## src/rtl/oper_pkg.sv

```systemverilog
package oper_pkg;

  typedef enum logic [3:0] {
    M_DIRECT   = 4'd0,
    M_INDIRECT = 4'd1,
    M_REG      = 4'd2,
    M_REG_IND  = 4'd3,
    M_IMM      = 4'd4,
    M_IMPLICIT = 4'd5,
    M_REL      = 4'd6,
    M_INDEXED  = 4'd7,
    M_BASED    = 4'd8
  } mode_e;

  // number of memory reads a mode needs
  typedef enum logic [1:0] {
    K_NONE = 2'd0,
    K_ONE  = 2'd1,
    K_TWO  = 2'd2
  } kind_e;

  typedef enum logic [2:0] {
    S_IDLE,
    S_REQ1,
    S_WAIT1,
    S_REQ2,
    S_WAIT2,
    S_DONE
  } state_e;

endpackage

```

## src/rtl/oper_resize.sv

```systemverilog
module oper_resize #(
  parameter int IN_W  = 16,
  parameter int OUT_W = 16
) (
  input  logic [IN_W-1:0]  d_i,
  output logic [OUT_W-1:0] d_o
);

  localparam int DIFF = (OUT_W > IN_W) ? (OUT_W - IN_W) : (IN_W - OUT_W);

  generate
    if (OUT_W == IN_W) begin : g_same
      assign d_o = d_i;
    end else if (OUT_W > IN_W) begin : g_zext
      assign d_o = {{DIFF{1'b0}}, d_i};
    end else begin : g_trunc
      assign d_o = d_i[OUT_W-1:0];
    end
  endgenerate

endmodule

```

## src/rtl/oper_ea_calc.sv

```systemverilog
module oper_ea_calc
  import oper_pkg::*;
#(
  parameter int ADDR_W = 16,
  parameter int DATA_W = 16
) (
  input  logic [3:0]        mode_i,
  input  logic [ADDR_W-1:0] field_i,
  input  logic [ADDR_W-1:0] pc_next_i,
  input  logic [ADDR_W-1:0] idx_i,
  input  logic [ADDR_W-1:0] base_i,
  input  logic [ADDR_W-1:0] reg_addr_i,
  input  logic [DATA_W-1:0] reg_data_i,
  input  logic [DATA_W-1:0] field_data_i,
  input  logic [DATA_W-1:0] imp_src_i,
  output kind_e             kind_o,
  output logic [ADDR_W-1:0] ea_o,
  output logic [DATA_W-1:0] value_o
);

  logic [ADDR_W-1:0] rel_sum;
  logic [ADDR_W-1:0] idx_sum;
  logic [ADDR_W-1:0] base_sum;

  // sums are ADDR_W wide, so carries out of the top bit drop (mod 2^ADDR_W)
  assign rel_sum  = pc_next_i + field_i;
  assign idx_sum  = field_i + idx_i;
  assign base_sum = field_i + base_i;

  always_comb begin
    kind_o  = K_NONE;
    ea_o    = '0;
    value_o = '0;
    case (mode_i)
      M_DIRECT: begin
        kind_o = K_ONE;
        ea_o   = field_i;
      end
      M_INDIRECT: begin
        kind_o = K_TWO;
        ea_o   = field_i;
      end
      M_REG: begin
        value_o = reg_data_i;
      end
      M_REG_IND: begin
        kind_o = K_ONE;
        ea_o   = reg_addr_i;
      end
      M_IMM: begin
        value_o = field_data_i;
      end
      M_IMPLICIT: begin
        value_o = imp_src_i;
      end
      M_REL: begin
        kind_o = K_ONE;
        ea_o   = rel_sum;
      end
      M_INDEXED: begin
        kind_o = K_ONE;
        ea_o   = idx_sum;
      end
      M_BASED: begin
        kind_o = K_ONE;
        ea_o   = base_sum;
      end
      default: begin
        kind_o  = K_NONE;
        ea_o    = '0;
        value_o = '0;
      end
    endcase
  end

endmodule

```

## src/rtl/oper_ctrl.sv

```systemverilog
module oper_ctrl
  import oper_pkg::*;
(
  input  logic  clk_i,
  input  logic  rst_ni,
  input  logic  req_i,
  input  kind_e kind_i,
  output logic  accept_o,
  output logic  ld_ptr_o,
  output logic  ld_data_o,
  output logic  mem_req_o,
  output logic  busy_o,
  output logic  done_o
);

  state_e state_q, state_d;
  logic   two_q;

  assign accept_o  = (state_q == S_IDLE) && req_i;
  assign mem_req_o = (state_q == S_REQ1) || (state_q == S_REQ2);
  assign ld_ptr_o  = (state_q == S_WAIT1) && two_q;
  assign ld_data_o = ((state_q == S_WAIT1) && !two_q) || (state_q == S_WAIT2);
  assign busy_o    = (state_q != S_IDLE);
  assign done_o    = (state_q == S_DONE);

  always_comb begin
    state_d = state_q;
    case (state_q)
      S_IDLE:  if (req_i) state_d = (kind_i == K_NONE) ? S_DONE : S_REQ1;
      S_REQ1:  state_d = S_WAIT1;
      S_WAIT1: state_d = two_q ? S_REQ2 : S_DONE;
      S_REQ2:  state_d = S_WAIT2;
      S_WAIT2: state_d = S_DONE;
      S_DONE:  state_d = S_IDLE;
      default: state_d = S_IDLE;
    endcase
  end

  always_ff @(posedge clk_i or negedge rst_ni) begin
    if (!rst_ni) begin
      state_q <= S_IDLE;
      two_q   <= 1'b0;
    end else begin
      state_q <= state_d;
      if (accept_o) two_q <= (kind_i == K_TWO);
    end
  end

  // done is a single-cycle strobe
  a_r10_done_pulse: assert property (@(posedge clk_i) disable iff (!rst_ni)
    done_o |=> !done_o);

  // memory is only addressed while a request is in flight
  a_r10_req_in_busy: assert property (@(posedge clk_i) disable iff (!rst_ni)
    mem_req_o |-> busy_o);

  // each read request lasts one cycle
  a_r2_single_req: assert property (@(posedge clk_i) disable iff (!rst_ni)
    mem_req_o |=> !mem_req_o);

  // once busy, the unit stays busy until done
  a_r11_stay_busy: assert property (@(posedge clk_i) disable iff (!rst_ni)
    (busy_o && !done_o) |=> busy_o);

  // a loaded pointer is followed at once by the second read
  a_r3_chain_read: assert property (@(posedge clk_i) disable iff (!rst_ni)
    ld_ptr_o |=> mem_req_o);

  // no new acceptance while busy
  a_r11_no_accept_busy: assert property (@(posedge clk_i) disable iff (!rst_ni)
    busy_o |-> !accept_o);

endmodule

```

## src/rtl/operand_resolver.sv

```systemverilog
module operand_resolver
  import oper_pkg::*;
#(
  parameter int ADDR_W = 16,
  parameter int DATA_W = 16
) (
  input  logic              clk_i,
  input  logic              rst_ni,
  input  logic              req_i,
  input  logic [3:0]        mode_i,
  input  logic [ADDR_W-1:0] field_i,
  input  logic [ADDR_W-1:0] pc_next_i,
  input  logic [ADDR_W-1:0] idx_i,
  input  logic [ADDR_W-1:0] base_i,
  input  logic [DATA_W-1:0] reg_i,
  input  logic [DATA_W-1:0] imp_src_i,
  output logic              busy_o,
  output logic              done_o,
  output logic [ADDR_W-1:0] addr_o,
  output logic [DATA_W-1:0] operand_o,
  output logic              mem_req_o,
  output logic [ADDR_W-1:0] mem_addr_o,
  input  logic [DATA_W-1:0] mem_rdata_i
);

  logic [ADDR_W-1:0] reg_addr;
  logic [ADDR_W-1:0] ptr_addr;
  logic [DATA_W-1:0] field_data;
  kind_e             kind;
  logic [ADDR_W-1:0] ea;
  logic [DATA_W-1:0] value;
  logic              accept, ld_ptr, ld_data;
  logic [ADDR_W-1:0] ea_q;
  logic [DATA_W-1:0] op_q;

  oper_resize #(.IN_W(DATA_W), .OUT_W(ADDR_W)) u_reg2addr (
    .d_i(reg_i), .d_o(reg_addr));

  oper_resize #(.IN_W(DATA_W), .OUT_W(ADDR_W)) u_rd2addr (
    .d_i(mem_rdata_i), .d_o(ptr_addr));

  oper_resize #(.IN_W(ADDR_W), .OUT_W(DATA_W)) u_fld2data (
    .d_i(field_i), .d_o(field_data));

  oper_ea_calc #(.ADDR_W(ADDR_W), .DATA_W(DATA_W)) u_calc (
    .mode_i      (mode_i),
    .field_i     (field_i),
    .pc_next_i   (pc_next_i),
    .idx_i       (idx_i),
    .base_i      (base_i),
    .reg_addr_i  (reg_addr),
    .reg_data_i  (reg_i),
    .field_data_i(field_data),
    .imp_src_i   (imp_src_i),
    .kind_o      (kind),
    .ea_o        (ea),
    .value_o     (value)
  );

  oper_ctrl u_ctrl (
    .clk_i    (clk_i),
    .rst_ni   (rst_ni),
    .req_i    (req_i),
    .kind_i   (kind),
    .accept_o (accept),
    .ld_ptr_o (ld_ptr),
    .ld_data_o(ld_data),
    .mem_req_o(mem_req_o),
    .busy_o   (busy_o),
    .done_o   (done_o)
  );

  always_ff @(posedge clk_i or negedge rst_ni) begin
    if (!rst_ni) begin
      ea_q <= '0;
      op_q <= '0;
    end else begin
      if (accept) begin
        ea_q <= ea;
        op_q <= value;
      end else if (ld_ptr) begin
        ea_q <= ptr_addr;
      end
      if (ld_data) op_q <= mem_rdata_i;
    end
  end

  assign addr_o     = ea_q;
  assign mem_addr_o = ea_q;
  assign operand_o  = op_q;

  // a request needing no read completes in the next cycle
  a_r6_noread_done: assert property (@(posedge clk_i) disable iff (!rst_ni)
    (accept && kind == K_NONE) |=> done_o);

  // the read address cannot move while a read is being issued
  a_r11_addr_steady: assert property (@(posedge clk_i) disable iff (!rst_ni)
    mem_req_o |=> $stable(mem_addr_o));

endmodule

```

## config.mk

```make
export PLATFORM = sky130hd
export DESIGN_NAME = operand_resolver
export DESIGN_NICKNAME = d
export VERILOG_FILES = /design/src/rtl/oper_pkg.sv /design/src/rtl/oper_resize.sv /design/src/rtl/oper_ea_calc.sv /design/src/rtl/oper_ctrl.sv /design/src/rtl/operand_resolver.sv
export SDC_FILE = /design/constraint.sdc
export NUM_CORES = 1
export LEC_CHECK = 0
export BUFFER_PORTS_ARGS = -buffer_cell sky130_fd_sc_hd__buf_2
export CAP_MARGIN = 10
export CORE_MARGIN = 1
export CORE_UTILIZATION = 42
export CTS_CLUSTER_SIZE = 8
export DETAILED_ROUTE_END_ITERATION = 12
export PLACE_DENSITY = 0.84
export RECOVER_POWER = 100
export SLEW_MARGIN = 20
export SYNTH_ARGS = -nofsm -noshare
export SYNTH_HDL_FRONTEND = slang
export SYNTH_SLANG_ARGS = --single-unit
export TNS_END_PERCENT = 100
```

## constraint.sdc

```tcl
create_clock -name clk_i -period 1.8 [get_ports clk_i]
set_input_delay 0.36 -clock clk_i [delete_from_list [all_inputs] [get_ports clk_i]]
set_output_delay 0.36 -clock clk_i [all_outputs]
set_load 0.05 [all_outputs]
```

==> run metrics <==
worst hold path type input port to asynchronous set/reset pin; # DRC 0; drt total wl 13.35 mm; Routability Congestion a little over 0.9; Power Dens Cells between 1000 and 1500 nW/µm²; # IOs 170; setup TNS -10.60 ns; clk slew on worst S/H paths 0.08 ns; slowest CP cell and4b_2; DP Worst Slack -1.183 ns; ys async rst share 1.000; H-tree levels 2; largest net degree at the start of global routing 37; CTS buffer count 5; total track usage 0.3075; RSZ-0062 raised after global routing true; flop-to-flop setup slack -0.24 ns; most frequent cells in the layout buf_2 (116), buf_4 (69), clkbuf_1 (50); clk sinks 36; net count after synthesis 553; Worst R2R End addr_o[7]; fillers around 650; Worst-Margin Slew just under 0.9 ns; nets 769; drt via density a little under 6; Post-synth EDFFs 0; crit-path leading delay family compound AO/OA/AOI/OAI gates; status finished, violations left; commonest non-fill, non-tap cell in the layout buf_2; failing checks negative setup slack; Post-CTS Hold Fix Bufs 0; ANT nets after route 0; Seq cells post-synth 36; worst reg-to-reg path cell count 7; CP peak stage delay around 0.28 ns; cell taking the most area after synthesis dfrtp_1; DIE AREA around 8400 µm²; Primary FF master, synth dfrtp_1; row count 32; yosys warns 0; GR Overflow Total 0; die height 91.79 µm; cell chain of the critical path buf_8 > and4b_2 > buf_4 > buf_6 > a22oi_2 > nand2_2 > ha_4 > buf_6 > a21oi_4 > o211ai_1 > buf_4 > a21boi_4 > a31oi_4 > o21a_1 > o31ai_2; first-pass GRT wire length 20.49 mm; CORE AREA roughly 7800 µm²; Clock Root Buffer clkbuf_8; Lkg Pwr about 2.4 nW; vias in the first global route 4247; Final Setup Violations 16; Port Buffers between 150 and 200; later-pin clock latency in the skew report a little under 0.3 ns; placed instance count a little over 700; DRT iter0 DRCs ~410; worst setup margin -0.8931 ns; CTS tree built; Worst setup EP type flip-flop; Final period util 1.496; initial antenna violation count 0; Synth area leaders dfrtp_1 (27%), a22oi_1 (7.8%), ha_1 (6.3%), nand2_1 (6.1%), a21oi_1 (5.0%); synth unique cells 52; Die X between 90 and 100 µm; diodes inserted 0; crit-path max FO 13; worst clock skew about 0.0053 ns; CP Class input port to flip-flop; fin cells approximately 740; Worst EP required around 2 ns; Layout area overhead 58.76%; DR WL/cell ~18 µm; Bufs and invs on worst path 5; average size of a mapped cell between 8 and 9 µm²; crit path time final approximately 2.7 ns; Worst VDD drop roughly 0.59 mV; Synth top area share 0.2661; sequential share of the synthesized area 0.2661; Pre-Repair DR Iteration Count 7; share of cells above drive strength 1 0.4739; fin util 0.6920; MaxCap Viol Count 0; Clock Path Buffers 2; dpl hpwl between 9 and 10 mm; Worst R2R Start u_ctrl.state_q[1]; Initial Util 0.4359; slew margin rel. 0.4108; critical path startpoint category input port; Final Hold Fails 0; Post-Syn Area about 3400 µm²; Max Transition Viols Final 0; final hold slack about 0.26 ns; Post-Synthesis Cells around 420; Vias approximately 4.3k; Fmax between 300 and 400 MHz; worst path arrival time ~2.9 ns
## how the worst max path moves through the flow
stage | start | to | slack, ns | cells after the start
after CTS | mode_i[0] | addr_o[10] | -0.80 | 14
after detailed placement | mode_i[1] | addr_o[10] | -1.18 | 13
final | mode_i[2] | addr_o[13] | -0.89 | 15
after global routing | mode_i[2] | addr_o[10] | -0.98 | 14
after floorplan | mode_i[3] | addr_o[10] | -1.26 | 16
after global placement | mode_i[0] | addr_o[10] | -1.04 | 14
## flip-flops by register name, indices dropped and copies added (netlist names)
register,count
u_ctrl.state_q,3
u_ctrl.two_q,1
addr_o,16
operand_o,16
## synth_stat cells (2+ instances only)
cell type / instances
a222oi_1: 5
or3_1: 3
dfrtp_1: 36
a22o_1: 2
nor2b_1: 3
mux2i_1: 3
a31oi_1: 3
buf_2: 14
nor3_1: 7
nand3b_1: 2
o22a_1: 2
a21oi_1: 34
mux2_2: 15
a22oi_1: 35
a221o_1: 16
o31ai_1: 2
ha_1: 17
a21o_1: 2
clkbuf_1: 17
nor2_1: 29
buf_4: 16
xor2_1: 4
a211oi_1: 3
nand2_1: 55
o21ai_0: 22
nand4_1: 2
a221oi_1: 6
o21ai_1: 8
nand3_1: 4
xnor2_1: 7
inv_1: 6
and3_1: 4
o211ai_1: 5
and2_1: 2
o21a_1: 5
nand2b_1: 4
## through the flow
stage,instance area [µm²],power (mW)
2_1_floorplan,3452,4.923
3_3_place_gp,4741,5.967
3_5_place_dp,4741,6.055
4_1_cts,5225,6.994
5_1_grt,5375,7.393
6_report,5375,7.056
## report_power, final
part | leakage (nW) | internal [mW] | switching (mW)
Clock | 0.0645 | 0.489 | 0.297
Combinational | 1.90 | 1.42 | 3.35
Sequential | 0.448 | 1.18 | 0.320
Total | 2.41 | 3.09 | 3.97
## routing by layer
| layer | vias up | GRT usage | routed length (µm) |
|---|---|---|---|
| met2 | 233 | 0.5320 | 6572 |
| li1 | 1982 | - | - |
| met1 | 2035 | 0.3883 | 5363 |
| met5 | - | 0 | 0 |
| met4 | 0 | 0.1042 | 362 |
| met3 | 35 | 0.05058 | 1051 |
## logic make-up (layout without fill, tap and decap cells)
logic type               Yosys count  after routing  synth area share
adder cells (fa/ha/maj)           18             18           0.06874
AND/OR/NAND/NOR                  124            124            0.1770
AO/OA/AOI/OAI                    155            155            0.3160
buffers and inverters             53            270           0.08167
XOR/XNOR                          11             11           0.02845
flip-flops                        36             36            0.2661
multiplexers                      19             19           0.06208
## cell type report
cell class | count | area, µm² | area share
repair buffers | 256 | 1543 | 0.2870
flip-flops and latches | 36 | 900.9 | 0.1676
well taps | 102 | 127.6 | 0.02374
clock inverters | 1 | 30.03 | 0.005587
clock buffers | 7 | 96.34 | 0.01792
multi-input cells | 327 | 2655 | 0.4939
inverters | 6 | 22.52 | 0.004190
## what timing repair did
item,4_1_cts,5_1_grt
pin swaps,24,26
setup buffers,12,3
resized for setup,54,42
setup endpoints to repair,31,32
gates cloned,0,0
Power figures use the tool's default switching activity.
